[config.mk]
export PLATFORM = sky130hd
export DESIGN_NAME = iopl_gate
export DESIGN_NICKNAME = d
export VERILOG_FILES = /design/src/rtl/iopl_pkg.sv /design/src/rtl/iopl_priv_check.sv /design/src/rtl/iopl_flag_merge.sv /design/src/rtl/iopl_flag_reg.sv /design/src/rtl/iopl_gate.sv
export SDC_FILE = /design/constraint.sdc
export NUM_CORES = 1
export LEC_CHECK = 0
export BUFFER_PORTS_ARGS = -buffer_cell sky130_fd_sc_hd__buf_2
export CAP_MARGIN = 15
export CORE_MARGIN = 3
export CORE_UTILIZATION = 42
export DETAILED_ROUTE_END_ITERATION = 6
export PLACE_DENSITY = 0.88
export SLEW_MARGIN = 5
export SYNTH_ARGS = -nofsm -noshare
export SYNTH_HDL_FRONTEND = slang
export SYNTH_SLANG_ARGS = --single-unit
[constraint.sdc]
create_clock -name clk -period 1.76 [get_ports clk]
set_input_delay 0.352 -clock clk [delete_from_list [all_inputs] [get_ports clk]]
set_output_delay 0.352 -clock clk [all_outputs]
set_load 0.05 [all_outputs]
[src/rtl/iopl_pkg.sv]
package iopl_pkg;

  typedef enum logic [3:0] {
    IC_OTHER = 4'd0,
    IC_IN    = 4'd1,
    IC_OUT   = 4'd2,
    IC_INS   = 4'd3,
    IC_OUTS  = 4'd4,
    IC_STI   = 4'd5,
    IC_CLI   = 4'd6,
    IC_LOCK  = 4'd7,
    IC_POPF  = 4'd8,
    IC_IRET  = 4'd9
  } instr_e;

  // codes 1..7 are gated by the privilege check
  function automatic logic is_gated(input logic [3:0] code);
    return (code >= 4'd1) && (code <= 4'd7);
  endfunction

  function automatic logic is_flag_pop(input logic [3:0] code);
    return (code == IC_POPF) || (code == IC_IRET);
  endfunction

endpackage

[src/rtl/iopl_priv_check.sv]
module iopl_priv_check
  import iopl_pkg::*;
#(
  parameter int PL_W = 2
) (
  input  logic            instr_valid,
  input  logic [3:0]      instr_class,
  input  logic            task_sw,
  input  logic [PL_W-1:0] cpl,
  input  logic [PL_W-1:0] iopl,
  output logic            deny,
  output logic            grant
);

  logic gated_live;

  always_comb begin
    gated_live = instr_valid && !task_sw && is_gated(instr_class);
    deny       = gated_live && (cpl > iopl);
    grant      = gated_live && !(cpl > iopl);
  end

endmodule

[src/rtl/iopl_flag_merge.sv]
module iopl_flag_merge
  import iopl_pkg::*;
#(
  parameter int FLAG_W   = 16,
  parameter int PL_W     = 2,
  parameter int IOPL_LSB = 12,
  parameter int IE_BIT   = 9
) (
  input  logic              instr_valid,
  input  logic [3:0]        instr_class,
  input  logic              task_sw,
  input  logic [PL_W-1:0]   cpl,
  input  logic              grant,
  input  logic [FLAG_W-1:0] cur_flags,
  input  logic [FLAG_W-1:0] load_data,
  output logic              wr_en,
  output logic [FLAG_W-1:0] wr_data
);

  localparam logic [FLAG_W-1:0] PL_MASK =
    ((FLAG_W'(1) << PL_W) - FLAG_W'(1)) << IOPL_LSB;
  localparam logic [FLAG_W-1:0] IE_MASK = FLAG_W'(1) << IE_BIT;

  logic [FLAG_W-1:0] keep_mask;

  always_comb begin
    wr_en     = 1'b0;
    wr_data   = cur_flags;
    keep_mask = '0;
    if (task_sw) begin
      wr_en   = 1'b1;
      wr_data = load_data;
    end else if (instr_valid) begin
      if (is_flag_pop(instr_class)) begin
        keep_mask = (cpl == '0) ? '0 : PL_MASK;
        wr_en     = 1'b1;
        wr_data   = (load_data & ~keep_mask) | (cur_flags & keep_mask);
      end else if (grant && (instr_class == IC_STI)) begin
        wr_en   = 1'b1;
        wr_data = cur_flags | IE_MASK;
      end else if (grant && (instr_class == IC_CLI)) begin
        wr_en   = 1'b1;
        wr_data = cur_flags & ~IE_MASK;
      end
    end
  end

endmodule

[src/rtl/iopl_flag_reg.sv]
module iopl_flag_reg #(
  parameter int FLAG_W = 16
) (
  input  logic              clk,
  input  logic              rst_n,
  input  logic              wr_en,
  input  logic [FLAG_W-1:0] wr_data,
  output logic [FLAG_W-1:0] q
);

  logic [FLAG_W-1:0] q_nxt;

  always_comb begin
    q_nxt = wr_en ? wr_data : q;
  end

  always_ff @(posedge clk or negedge rst_n) begin
    if (!rst_n) q <= '0;
    else        q <= q_nxt;
  end

endmodule

[src/rtl/iopl_gate.sv]
module iopl_gate
  import iopl_pkg::*;
#(
  parameter int FLAG_W    = 16,
  parameter int PL_W      = 2,
  parameter int IOPL_LSB  = 12,
  parameter int IE_BIT    = 9,
  parameter int VEC_W     = 8,
  parameter int FAULT_VEC = 13
) (
  input  logic              clk,
  input  logic              rst_n,
  input  logic              instr_valid,
  input  logic [3:0]        instr_class,
  input  logic [PL_W-1:0]   cpl,
  input  logic              task_sw,
  input  logic [FLAG_W-1:0] load_data,
  output logic [FLAG_W-1:0] flags,
  output logic [PL_W-1:0]   iopl,
  output logic              gp_fault,
  output logic [VEC_W-1:0]  fault_vec,
  output logic              exec_ok
);

  logic              deny, grant, wr_en;
  logic [FLAG_W-1:0] wr_data;
  logic              fault_nxt, ok_nxt;

  assign iopl = flags[IOPL_LSB +: PL_W];

  iopl_priv_check #(.PL_W(PL_W)) u_chk_pl (
    .instr_valid(instr_valid), .instr_class(instr_class), .task_sw(task_sw),
    .cpl(cpl), .iopl(iopl), .deny(deny), .grant(grant)
  );

  iopl_flag_merge #(
    .FLAG_W(FLAG_W), .PL_W(PL_W), .IOPL_LSB(IOPL_LSB), .IE_BIT(IE_BIT)
  ) u_merge (
    .instr_valid(instr_valid), .instr_class(instr_class), .task_sw(task_sw),
    .cpl(cpl), .grant(grant), .cur_flags(flags), .load_data(load_data),
    .wr_en(wr_en), .wr_data(wr_data)
  );

  iopl_flag_reg #(.FLAG_W(FLAG_W)) u_freg (
    .clk(clk), .rst_n(rst_n), .wr_en(wr_en), .wr_data(wr_data), .q(flags)
  );

  always_comb begin
    fault_nxt = deny;
    ok_nxt    = grant;
  end

  always_ff @(posedge clk or negedge rst_n) begin
    if (!rst_n) begin
      gp_fault <= 1'b0;
      exec_ok  <= 1'b0;
    end else begin
      gp_fault <= fault_nxt;
      exec_ok  <= ok_nxt;
    end
  end

  assign fault_vec = gp_fault ? VEC_W'(FAULT_VEC) : '0;

endmodule

After elaboration in Yosys (flattened, before gate mapping):

Index checks and enable logic that the tools add are counted.

* register bits after elaboration: 18
* bits of input ports: 26
* output and inout port bits: 28
* logic and storage cells: 43

* magnitude comparators: 3
* eq/ne operators: 4
* muxes and demuxes: 12
* bitwise gates (word level): 4
* reductions and logical operators: 16

Operator list (number)
* 2-to-1 mux 16 bit: 4
* bitwise AND 16 bit: 2
* inverter 16 bit: 1
* bitwise OR 16 bit: 1
* 2-to-1 mux 14 bit: 1
* 2-to-1 mux 10 bit: 1
* equality test 4 x 3 -> 1 bit (second input constant): 2
* equality test 4 bit (second input constant): 2
* logical AND 1 bit: 7
* AND reduction 3 bit: 2
* 2-to-1 mux 1 bit: 5
* greater-or-equal comparator 4 x 1 -> 1 bit (second input constant): 1
* less-or-equal comparator 4 x 3 -> 1 bit (second input constant): 1
* 2-to-1 mux 4 bit: 1
* nonzero test 2 bit: 2
* nonzero test 4 bit: 1
* greater-than comparator 2 bit: 1
* logical NOT 1 bit: 2
* logical NOT 2 bit: 1
* logical OR 1 bit: 1

Depth between registers and ports, before layout:

* word-level depth: 11
* depth in mapped cells: 6
* mapped depth without buffers: 6

Modules after synthesis:

A second synthesis with hierarchy kept.

* cells, all modules: 86
* area, all modules: 1184.9 um^2

Modules (own cells, without submodules)
* iopl_flag_reg: instances 1, cells each 34, area an instance 649.4 um^2, sequential area each 400.4 um^2
* iopl_flag_merge: instances 1, cells each 28, area an instance 309.0 um^2, sequential area each 0.0 um^2
* iopl_gate: instances 1, cells each 13, area an instance 128.9 um^2, sequential area each 50.0 um^2
* iopl_priv_check: instances 1, cells each 11, area an instance 97.6 um^2, sequential area each 0.0 um^2

Least setup slack after synthesis:

No wires, ideal clock.

* path kind: register to register
* from: reg u_freg.q[13]
* to: reg u_freg.q[9]
* library setup time: 0.142 ns
* data arrival time: 1.702 ns
* data required time: 1.618 ns
* setup slack: -0.084 ns
* cell stages (with the launch flop): 7
* path buffers: 0
* period minus slack after synthesis: 1.844 ns
* cell sequence: dfrtp_1 inv_1 ha_1 nor2b_1 a2bb2oi_1 o311ai_0 o211ai_1

* cells in the longest elaborated chain, start to end: 10
* elaborated cells on any way between the ends: 16
* classes of those cells: 1 x order compare; 9 x mux; 6 x reduce/logical

Ends and longest elaborated chain
* start, declared: line iopl_flag_reg.sv:8 `output logic [FLAG_W-1:0] q`
* start signal, assigned: line iopl_flag_reg.sv:19 `else q <= q_nxt;`
* greater-than comparator 2 bit *: line iopl_priv_check.sv:20 `grant = gated_live && !(cpl > iopl);`
* logical NOT 1 bit *: line iopl_priv_check.sv:20
* logical AND 1 bit *: line iopl_priv_check.sv:20
* logical AND 1 bit: line iopl_flag_merge.sv:41 `end else if (grant && (instr_class == IC_CLI)) begin`
* 2-to-1 mux 1 bit: line iopl_flag_merge.sv:41
* 2-to-1 mux 1 bit: line iopl_flag_merge.sv:38 `end else if (grant && (instr_class == IC_STI)) begin`
* 2-to-1 mux 1 bit: line iopl_flag_merge.sv:34 `if (is_flag_pop(instr_class)) begin`
* 2-to-1 mux 1 bit: line iopl_flag_merge.sv:33 `end else if (instr_valid) begin`
* 2-to-1 mux 1 bit: line iopl_flag_merge.sv:30 `if (task_sw) begin`
* AND reduction 3 bit (no line)

Every way passes the cells marked *; elsewhere a longest branch is shown, timed or not. The select of a mux whose other input is x is not followed.
A chain may end at the register's enable or synchronous reset.

Worst setup path after layout:

Same ends and word-level chain as after synthesis.

==> out/results.tsv <==
metric	value	unit
status	finished, final reports clean	
holdWs	296	ps
clk_latency	280	ps
synthXorXnorAreaFrac	0	%
antenna_found_initial	0	
setup_slack	191	ps
clkTransAtPathRegs	100	ps
die_area	0.00275	mm²
synth_area_leaders	dfrtp_1 50%, mux2_2 16%, buf_4 8.3%, mux2_4 3.3%, ha_1 2.8%	
yosys_most_used_dff	dfrtp_1	
grt_pass1_wl	2.80	mm
grtUsageTotal	14.0	%
n_antenna_cell	0	
fmax	637	MHz
io_pins	54	
num_rows	16	
p_comb_share	37.7	%
ant_nets	0	
rrSetupSlack	190	ps
reg2reg_from	u_freg.q[13]$_DFFE_PN0P_	
die_w	52.4	µm
hold_viol_final	0	
regArea	452	µm²
synth_compound_area_share	10.7	%
ir_drop	0.470	mV
start_util	45.2	%
ys_warn_count	0	
io_buffers	48	
vias_per_cell	4.69	
die_h	52.4	µm
multi_input_comb_area	364	µm²
leakagePower	0.000604	µW
yosysMostFrequentCell	dfrtp_1	
cts_max_path_buffers	2	
ys_seq_elements	18	
swShare	38.7	%
cts.sinks	18	
final_core_util	58.3	%
dpl_worst_slack	63.3	ps
cts_root_buf	clkbuf_4	
reg2reg_depth	6	
dr.first_iter.drc_count	2	
skew	3.61	ps
setup_viol	0	
cp.arrival	1720	ps
syn_inst	68	
grt_pass1_vias	635	
timing.final.crit_share	89.2	%
drive_gt1_share	64.7	%
fillerInstances	195	
endpoint	u_freg.q[9]$_DFFE_PN0P_	
drc	0	
netSwitchingPower	450	µW
cp-end-kind	flip-flop	
crit_start	u_freg.q[13]$_DFFE_PN0P_	
finalPower	1160	µW
dp_hpwl	1.51	mm
first_pass_iters	3	
synth_top_family_by_area	multiplexers	
tns	0	ps
synth-edff-count	0	
routed_wl	1.77	mm
ys_async_sr_fraction	100	%
criticalPathCategory	reg -> reg	
fin_nets	145	
min_period	1570	ps
synth.cell_area	905	µm²
tritoncts	yes	
gp_congestion	0.623	
finalMaxSlewViolations	0	
cts_max_level	1	
yosysTopAreaCell	dfrtp_1	
hold_path.class	in -> reg	
synth.distinct_cells	22	
yosys.area_share.adder	2.77	%
rsz0062_at_grt	false	
overflow	0	
cellPowerDensity	999	mW/mm²
r2r_end	u_freg.q[9]$_DFFE_PN0P_	
avgSynthCellArea	13.3	µm²
vias	670	
synth_top_area_share	49.8	%
intPower	714	µW
seq_area_frac_synth	49.8	%
cts_buffers	3	
maxCapViolCount	0	
worstHoldStart	load_data[8]	
clockPowerShare	20.7	%
startpoint_type	flip-flop	
power_frac_seq	41.5	%
core_area	0.00200	mm²
grt_max_degree	19	
worstPathRequired	1920	ps
synth_simple_gate_area_share	5.26	%
crit_fanout	4	
flow.area_growth_from_synthesis	28.9	%
synth_mux_area_share	19.5	%
synthTopCellsByCount	18 x dfrtp_1, 13 x mux2_2, 10 x buf_4	
wl_per_cell	12.4	µm
## per-layer routing
| metal | global-route usage [%] | share of wire [%] | up-vias |
|---|---|---|---|
| met5 | 0 | 0 | - |
| met3 | 3.70 | 9.4 | 0 |
| li1 | - | - | 319 |
| met1 | 15.8 | 39 | 319 |
| met4 | 3.83 | 0 | 0 |
| met2 | 25.6 | 52 | 32 |
## registers in the layout, summed over array words and instances, names as in the netlist
| signal | flops |
|---|---|
| exec_ok | 1 |
| gp_fault | 1 |
| u_freg.q | 16 |
## worst max-delay path, cell delays in order (launching register included)
cell and delay [ps]:
dfrtp_2 390, inv_1 50, ha_1 280, nor2b_1 130, a2bb2oi_1 290, a2bb2oi_1 210, o211ai_1 90
## cells in the final DEF (no fill, tap or decap)
cell / instances
buf_2: 48
dlygate4sd3_1: 1
dfrtp_1: 17
a31oi_4: 1
nor3b_2: 1
dfrtp_2: 1
inv_1: 4
nor2_2: 1
nand3_1: 1
ha_1: 2
nor2b_1: 2
clkbuf_8: 1
o21bai_4: 1
a21oi_1: 1
clkbuf_4: 3
mux2_4: 2
o211ai_1: 1
o311ai_1: 1
mux2_2: 13
conb_1: 5
nand2_1: 1
o31ai_1: 1
nor2_1: 2
buf_4: 2
a211o_2: 1
a2bb2oi_1: 2
## layout make-up
cell class	instances	share of cell area, %
clock buffer	4	3.11
inverter	4	1.29
multi-input combinational	39	31.2
sequential	18	38.7
tap	27	2.90
timing repair buffer	51	22.7
## how the worst min path moves through the flow
stage / end / slack, ps / depth (start not counted)
after floorplan: exec_ok$_DFF_PN0_ / 60 / 0
after global placement: u_freg.q[11]$_DFFE_PN0P_ / 300 / 1
after detailed placement: u_freg.q[11]$_DFFE_PN0P_ / 300 / 1
after CTS: u_freg.q[8]$_DFFE_PN0P_ / 290 / 2
after global routing: u_freg.q[14]$_DFFE_PN0P_ / 270 / 2
final: u_freg.q[8]$_DFFE_PN0P_ / 300 / 2
## power by group through the flow
| stage | Combinational (µW) | Clock (µW) | Sequential [µW] |
|---|---|---|---|
| floorplan | 185 | 0 | 652 |
| global placement | 432 | 0 | 487 |
| detailed placement | 441 | 0 | 492 |
| CTS | 443 | 253 | 484 |
| global route | 466 | 284 | 491 |
| finish | 439 | 241 | 484 |
## metrics by stage
| stage | std cells | area (µm²) |
|---|---|---|
| after CTS | 143 | 1170 |
| after global routing | 143 | 1170 |
| final | 143 | 1170 |
| after global placement | 138 | 1120 |
| after floorplan | 72 | 921 |
| after detailed placement | 138 | 1120 |
## repair_timing
| action | in CTS | in global routing |
|---|---|---|
| setup buffers | 0 | 0 |
| setup endpoints to repair | 0 | 1 |
| resized for setup | 0 | 1 |
| hold buffers | 1 | 0 |
| endpoints found under the hold margin | 18 | 0 |
## cell families after synthesis
logic type / after synthesis
AOI/OAI and AO/OA: 9
adders and majority gates: 2
buffers and inverters: 15
DFF: 18
muxes: 15
other: 1
and+or+nand+nor: 8
Note: power is estimated with default switching activity, not from simulation.
